==> src/rtl/eac_pkg.sv <==
package eac_pkg;
  typedef enum logic {
    DIR_RISE = 1'b0,
    DIR_FALL = 1'b1
  } edge_dir_e;

  localparam int unsigned HIST_DEPTH = 2;
endpackage

==> src/rtl/eac_rst_sync.sv <==
module eac_rst_sync #(
  parameter int unsigned STAGES = 2
) (
  input  logic clk_i,
  input  logic rst_ni,
  output logic rst_no
);
  logic [STAGES-1:0] chain_q;
  logic [STAGES-1:0] chain_d;

  always_comb begin
    chain_d = {chain_q[STAGES-2:0], 1'b1};
  end

  always_ff @(posedge clk_i or negedge rst_ni) begin
    if (!rst_ni) chain_q <= '0;
    else         chain_q <= chain_d;
  end

  assign rst_no = chain_q[STAGES-1];
endmodule

==> src/rtl/eac_sampler.sv <==
module eac_sampler
  import eac_pkg::*;
(
  input  logic clk_i,
  input  logic rst_ni,
  input  logic pin_i,
  output logic newer_o,
  output logic older_o
);
  logic [HIST_DEPTH-1:0] hist_q;
  logic [HIST_DEPTH-1:0] hist_d;

  always_comb begin
    hist_d = {hist_q[HIST_DEPTH-2:0], pin_i};
  end

  always_ff @(posedge clk_i or negedge rst_ni) begin
    if (!rst_ni) hist_q <= '0;
    else         hist_q <= hist_d;
  end

  assign newer_o = hist_q[0];
  assign older_o = hist_q[1];

  p_capture_r2: assert property (@(posedge clk_i) disable iff (!rst_ni)
    1'b1 |=> newer_o == $past(pin_i));
  p_shift_r2: assert property (@(posedge clk_i) disable iff (!rst_ni)
    1'b1 |=> older_o == $past(newer_o));
endmodule

==> src/rtl/eac_edge_detect.sv <==
module eac_edge_detect
  import eac_pkg::*;
(
  input  logic clk_i,
  input  logic rst_ni,
  input  logic dir_i,
  input  logic newer_i,
  input  logic older_i,
  output logic hit_o
);
  edge_dir_e dir;
  logic rise_hit;
  logic fall_hit;

  always_comb begin
    dir      = edge_dir_e'(dir_i);
    rise_hit = newer_i & ~older_i;
    fall_hit = ~newer_i & older_i;
    unique case (dir)
      DIR_RISE: hit_o = rise_hit;
      DIR_FALL: hit_o = fall_hit;
      default:  hit_o = 1'b0;
    endcase
  end

  p_no_back_to_back_r6: assert property (@(posedge clk_i) disable iff (!rst_ni)
    (hit_o && $stable(dir_i)) |=> !hit_o || (dir_i != $past(dir_i)));
endmodule

==> src/rtl/eac_accum.sv <==
module eac_accum #(
  parameter int unsigned W = 32
) (
  input  logic         clk_i,
  input  logic         rst_ni,
  input  logic         add_i,
  input  logic         inc_we_i,
  input  logic [W-1:0] inc_wdata_i,
  input  logic         acc_we_i,
  input  logic [W-1:0] acc_wdata_i,
  output logic [W-1:0] acc_o
);
  logic [W-1:0] inc_q, inc_d;
  logic [W-1:0] acc_q, acc_d;
  logic         inc_en, acc_en;

  always_comb begin
    inc_en = inc_we_i;
    inc_d  = inc_wdata_i;
    acc_en = acc_we_i | add_i;
    if (acc_we_i) acc_d = acc_wdata_i;
    else          acc_d = acc_q + inc_q;
  end

  always_ff @(posedge clk_i or negedge rst_ni) begin
    if (!rst_ni)     inc_q <= '0;
    else if (inc_en) inc_q <= inc_d;
  end

  always_ff @(posedge clk_i or negedge rst_ni) begin
    if (!rst_ni)     acc_q <= '0;
    else if (acc_en) acc_q <= acc_d;
  end

  assign acc_o = acc_q;

  p_hold_r5: assert property (@(posedge clk_i) disable iff (!rst_ni)
    (!add_i && !acc_we_i) |=> acc_o == $past(acc_o));
  p_load_wins_r7: assert property (@(posedge clk_i) disable iff (!rst_ni)
    acc_we_i |=> acc_o == $past(acc_wdata_i));
  p_add_wrap_r8: assert property (@(posedge clk_i) disable iff (!rst_ni)
    (add_i && !acc_we_i) |=> acc_o == W'($past(acc_o) + $past(inc_q)));
  p_step_load_r9: assert property (@(posedge clk_i) disable iff (!rst_ni)
    inc_we_i |=> inc_q == $past(inc_wdata_i));
endmodule

==> src/rtl/edge_accum_counter.sv <==
module edge_accum_counter #(
  parameter int unsigned W = 32,
  parameter int unsigned RST_STAGES = 2
) (
  input  logic         clk_i,
  input  logic         rst_ni,
  input  logic         pin_i,
  input  logic         fall_mode_i,
  input  logic         inc_we_i,
  input  logic [W-1:0] inc_wdata_i,
  input  logic         acc_we_i,
  input  logic [W-1:0] acc_wdata_i,
  output logic [W-1:0] acc_o
);
  logic rst_n;
  logic newer, older, hit;

  eac_rst_sync #(.STAGES(RST_STAGES)) u_rst (
    .clk_i (clk_i),
    .rst_ni(rst_ni),
    .rst_no(rst_n)
  );

  eac_sampler u_smp (
    .clk_i  (clk_i),
    .rst_ni (rst_n),
    .pin_i  (pin_i),
    .newer_o(newer),
    .older_o(older)
  );

  eac_edge_detect u_det (
    .clk_i  (clk_i),
    .rst_ni (rst_n),
    .dir_i  (fall_mode_i),
    .newer_i(newer),
    .older_i(older),
    .hit_o  (hit)
  );

  eac_accum #(.W(W)) u_acc (
    .clk_i      (clk_i),
    .rst_ni     (rst_n),
    .add_i      (hit),
    .inc_we_i   (inc_we_i),
    .inc_wdata_i(inc_wdata_i),
    .acc_we_i   (acc_we_i),
    .acc_wdata_i(acc_wdata_i),
    .acc_o      (acc_o)
  );

  p_reset_clear_r1: assert property (@(posedge clk_i)
    (!rst_n) |-> acc_o == '0);
endmodule

==> config.mk <==
export PLATFORM = sky130hd
export DESIGN_NAME = edge_accum_counter
export DESIGN_NICKNAME = d
export VERILOG_FILES = /design/src/rtl/eac_pkg.sv /design/src/rtl/eac_rst_sync.sv /design/src/rtl/eac_sampler.sv /design/src/rtl/eac_edge_detect.sv /design/src/rtl/eac_accum.sv /design/src/rtl/edge_accum_counter.sv
export SDC_FILE = /design/constraint.sdc
export NUM_CORES = 1
export LEC_CHECK = 0
export ABC_CLOCK_PERIOD_IN_PS = 2630
export CAP_MARGIN = 20
export CELL_PAD_IN_SITES_DETAIL_PLACEMENT = 1
export CELL_PAD_IN_SITES_GLOBAL_PLACEMENT = 1
export CORE_MARGIN = 8
export CORE_UTILIZATION = 38
export DETAILED_ROUTE_END_ITERATION = 12
export GPL_TIMING_DRIVEN = 0
export MAX_ROUTING_LAYER = met4
export PLACE_DENSITY_LB_ADDON = 0.1
export SETUP_SLACK_MARGIN = 0.02
export SKIP_LAST_GASP = 1
export SYNTH_ARGS = -nofsm -noshare
export SYNTH_HDL_FRONTEND = slang
export SYNTH_SLANG_ARGS = --single-unit
==> constraint.sdc <==
create_clock -name clk_i -period 2.63 [get_ports clk_i]
set_input_delay 0.526 -clock clk_i [delete_from_list [all_inputs] [get_ports clk_i]]
set_output_delay 0.526 -clock clk_i [all_outputs]
set_load 0.01 [all_outputs]
==> Word level (Yosys, flattened, before mapping) <==
Index checks and enable logic that the tools add are counted.
{ "classes": {"bitwise_logic": 6, "n_addsub": 1, "n_mux": 2} }
{ "ops": {"columns": ["op", "count"], "rows": [
  ["adder 32 bit", 1],
  ["two-way mux 32 bit", 1],
  ["NOT 1 bit", 3],
  ["bitwise AND 1 bit", 2],
  ["case mux 1 bit (2 select lines)", 1],
  ["OR 1 bit", 1]
]} }
{ "word_totals": {"regBits": 68, "out_inout_bits": 32, "inputBits": 70, "wordCells": 13} }

==> Logic depth before layout (Yosys ltp) <==
Gate-level depths: netlist of the first run.
{ "depth": {"ltp_word": 4, "mapped_depth": 10, "depth_no_buf": 10} }

==> Cells and area by module <==
Synthesis of the first run repeated with hierarchy kept, for this count alone.
{ "hier_totals": {"hier_cells": 471, "area_unflattened_um2": 4569.4} }
{ "modules_own_cells": {"columns": ["module", "instances", "area_per_inst_um2", "cells_per_inst"], "rows": [
  ["eac_accum", 1, 4443.0, 463],
  ["eac_rst_sync", 1, 53.8, 3],
  ["eac_sampler", 1, 50.0, 2],
  ["eac_edge_detect", 1, 22.5, 3]
]} }

==> Least setup slack after synthesis of the first run <==
OpenSTA, ideal clock, no wires.
{ "synth_path": {"path_type": "register -> register", "startpoint": "register u_acc.acc_q[0], in the netlist u_acc.acc_o[0]", "endpoint": "register u_acc.acc_q[24], in the netlist u_acc.acc_o[24]", "path_buffers": 0, "arrival_time_ns": 2.452, "setup_ns": 0.143, "synth_period_minus_slack_ns": 2.595, "path_stages_with_launch": 11, "path_slack_ns": 0.035, "required_time_ns": 2.487, "path_cell_list": "dfrtp_1 ha_1 fa_1 a211oi_1 o21a_1 a221o_1 and3b_4 nor4_4 nor3_1 xor2_1 a21oi_1"} }
{ "synth_via": {"elab_chain_cells": 2} }
{ "synth_lines": {"columns": ["element", "line", "text"], "rows": [
  ["start: declaration", "eac_accum.sv:14", "logic [W-1:0] acc_q, acc_d;"],
  ["start signal: assignment", "eac_accum.sv:31", "if (!rst_ni) acc_q <= '0;"],
  ["start signal: assignment", "eac_accum.sv:32", "else if (acc_en) acc_q <= acc_d;"],
  ["adder 32 bit", "eac_accum.sv:22", "else acc_d = acc_q + inc_q;"],
  ["two-way mux 32 bit", "eac_accum.sv:21", "if (acc_we_i) acc_d = acc_wdata_i;"]
]} }
Every way passes these cells.
A chain may end at the register's enable or synchronous reset.

==> Final worst setup path of the first run <==
{ "layout_path": {"startpoint": "register u_acc.acc_q[4], in the netlist u_acc.acc_o[4]", "endpoint": "register u_acc.acc_q[15], in the netlist u_acc.acc_o[15]"} }
The elaborated chain is that of the path after synthesis.

==> key figures, run 1 <==
Global routing
  • Gr ovfl total: 0
  • First-pass GRT wire length: 23100 µm
  • Largest net degree at the start of global routing: 67
  • Antenna violations before repair: 0
  • Vias in the first global route: between 4000 and 5000
  • Total track usage: around a fifth

Place
  • Hpwl dp: about 11000 µm
  • I/O Buffers: 100
  • GP Congestion: ~0.85

Cells and area
  • Area occupied by multi-input gates: between 2000 and 3000 µm²
  • Area Growth Syn to Fin: 41.2%
  • Antenna Cells: 0
  • Fraction of layout cells with a size suffix above 1: about 18%
  • Nets: about 700
  • Fillers: approximately 1300
  • FF+latch area: between 1500 and 2000 µm²

Worst setup path
  • Critical path required time: roughly 2900 ps
  • Crit-path max cell delay: 530 ps
  • Reg2Reg Launch Point: u_acc.acc_o[4]
  • CP startpoint kind: flop
  • FF-to-FF path depth: 10
  • CP max stage cell: a2111o_1
  • Critical path class: reg2reg
  • Worst-path fanout max: 5
  • Terminus of the critical flop-to-flop path: u_acc.acc_o[15]
  • Arr. time, crit path: roughly 2800 ps
  • R2R setup slack: 50 ps
  • Crit path from: u_acc.acc_o[4]
  • Critical path's most frequent cell: nand2_1
  • Crit end category: flop
  • CP cell instances: ha_4, and2_4, nand3_2, a2111o_1, buf_4, nand2_1, nand2_1, o21ai_0, xor2_1, o21ba_2

Synthesis
  • Area fraction of the dominant cell type after synthesis: about two fifths
  • Synth Instances: roughly 460
  • Synth warnings: 0
  • Top_reg_cell synth: dfrtp_1
  • Post-synth ARST share: 100%
  • Top post-synthesis cells by area: dfrtp_1, ha_1, mux2_2
  • Commonest cells in the netlist: dfrtp_1, a21oi_1, nand2_1, mux2_2
  • Post-synthesis sequential area ratio: about two fifths
  • Most numerous cell in the Yosys netlist: dfrtp_1
  • Syn avg cell area: approximately 9.5 µm²
  • Cell accounting for the most synthesized area: dfrtp_1
  • Yosys reg bits: 68
  • Cell area after synthesis: roughly 4400 µm²
  • Synthesized Nets: 560
  • Netlist cell types: 59
  • Number of flops mapped to enable cells by yosys: 0

Clock network
  • Clk Latency, worst-skew pair: 340 ps
  • Clock slew seen by the registers of the worst setup and hold paths: about 60 ps
  • Inserted Clock Buffers: 9
  • H-tree level count: 3
  • Clock sink count: 68
  • CTS Hold Bufs: 0
  • CTS tree: done
  • CTS max path bufs: 2
  • Root Driver: clkbuf_16

Timing
  • RSZ-0062 raised after global routing: true
  • Slew Limit Fails: 0
  • Final hold viol count: 0
  • Worst Skew: a little under 9 ps
  • # setup viols final: 0
  • Setup Total Neg Slack: 0 ps
  • Period utilisation layout: 98.1%
  • Max-slew headroom: between 40 and 50%
  • Fmax: approximately 390 MHz
  • Worst Tran Pin Value: 894 ps
  • Final min period: ~2600 ps

Die
  • Chip width: around 120 µm
  • Full die area: 15200 µm²
  • Starting density of the core: 38.5%
  • Row count: 39
  • Core Box Area: between 10000 and 15000 µm²
  • Die Ht: ~120 µm
  • # IOs: ~100

Pwr
  • Pwr Density: between 900 and 1000 nW/µm²
  • Net Switching: roughly 2.3 mW
  • Reg power frac: roughly 25%
  • Peak VDD IR: about 0.00036 V
  • Gate power share: between 50% and 60%
  • Switching part of the total: roughly two fifths
  • Internal cell power: roughly 3.7 mW
  • Clock network fraction of total power: between 20% and 30%
  • Leakage power: 2.58 nW
  • Design Power: roughly 6.0 mW

Route
  • DRC: 0
  • Vias: approximately 4000
  • WL/cell: 20.0 µm
  • DRT iter0 DRCs: 190
  • First-pass iteration count of the detailed router: 4
  • Remaining antenna violation count: 0
  • Via density: around 5.7
  • Post-Route WL: around 15000 µm

Job
  • Max Cap Violations: 0

Hold path
  • Hold WC Path Type: in2async

Outcome
  • Status: complete, no violations
## power groups by stage
stage	Combinational, mW	Clock (mW)	Sequential, mW
final	3.13	1.39	1.51
after global routing	3.42	1.46	1.55
after CTS	2.93	1.43	1.51
after detailed placement	2.77	0	1.52
after global placement	2.72	0	1.50
after floorplan	1.76	0	1.54
## area by class of cell
| cell class | count | area share [%] |
|---|---|---|
| Buffer | 20 | 1.30 |
| Clock buffer | 12 | 3.84 |
| Clock inverter | 4 | 1.58 |
| Inverter | 6 | 0.365 |
| Multi-Input combinational cell | 362 | 44.6 |
| Sequential cell | 68 | 27.7 |
| Tap cell | 143 | 2.90 |
| Timing Repair Buffer | 112 | 17.7 |
## critical path: cells and delay by family, from the launching register on
family | cells | cell delay (ps)
simple gates | 4 | 430
fa+ha+maj | 1 | 320
buf+inv | 1 | 170
compound gates | 3 | 1020
flops | 1 | 420
xor+xnor | 1 | 120
## worst max-delay path by stage
stage               cells past startpoint         endpoint
finish                                 10  u_acc.acc_o[15]
global placement                        8   u_acc.acc_o[8]
floorplan                              10  u_acc.acc_o[24]
detailed placement                      7   u_acc.acc_o[6]
global route                           10  u_acc.acc_o[20]
CTS                                    10  u_acc.acc_o[20]
## stage by stage
stage	cells	setup slack, ps	util, %	instance area [µm²]	hold slack (ps)
finish	727	49.1	54.4	6160	348
CTS	720	-2.67	53.0	6000	338
detailed placement	701	-492	49.0	5550	340
floorplan	458	34.8	-	4360	230
global placement	701	-466	49.0	5540	336
global route	727	-104	54.4	6160	348
## registers in the layout, summed over array words and instances (netlist names)
| signal | cells |
|---|---|
| u_smp.hist_q | 2 |
| u_acc.acc_o | 32 |
| u_rst.chain_q | 2 |
| u_acc.inc_q | 32 |
## routing by layer
| metal | track usage, % | up-vias | part of all wire (%) |
|---|---|---|---|
| li1 | - | 1940 | - |
| met1 | 25.0 | 2040 | 46 |
| met2 | 32.5 | 102 | 47 |
| met3 | 3.61 | 26 | 4.2 |
| met4 | 6.47 | 0 | 1.9 |
| met5 | - | - | 0 |
## cells by family after synthesis
family,after synthesis,share of synthesized area [%]
compound gates,148,22.0
xor+xnor,23,4.62
fa+ha+maj,32,9.35
buf+inv,28,2.41
flops,68,39.0
mux,37,9.40
other cells,1,0.0859
simple gates,121,13.2
## cell usage in the layout (no fill, tap or decap), drive strengths merged, types with 4 or more instances in the layout
cell type,instances
clkdlybuf4s50,100
dfrtp,68
a21oi,46
nand2,45
mux2,32
nor2,31
ha,31
o21ai,29
clkbuf,28
a21o,18
buf,16
xor2,14
o22ai,10
nand3,10
nor3,10
xnor2,9
inv,6
and3,6
a211oi,6
a22oi,5
mux2i,5
a31oi,5
o21a,4
nand4,4
o211ai,4
## timing repair
action / in CTS / in global routing
setup endpoints to repair: 19 / 22
pin swaps: 9 / 17
resized for setup: 17 / 33
setup buffers: 4 / 8
gates cloned: 0 / 0
Note: power is estimated with default switching activity, not from simulation.
==> inputs of run 2 (changes only) <==
- TNS_END_PERCENT: not set -> 100
==> results of run 2 <==
No change in the layout: final DEF, timing and power equal those of run 1.
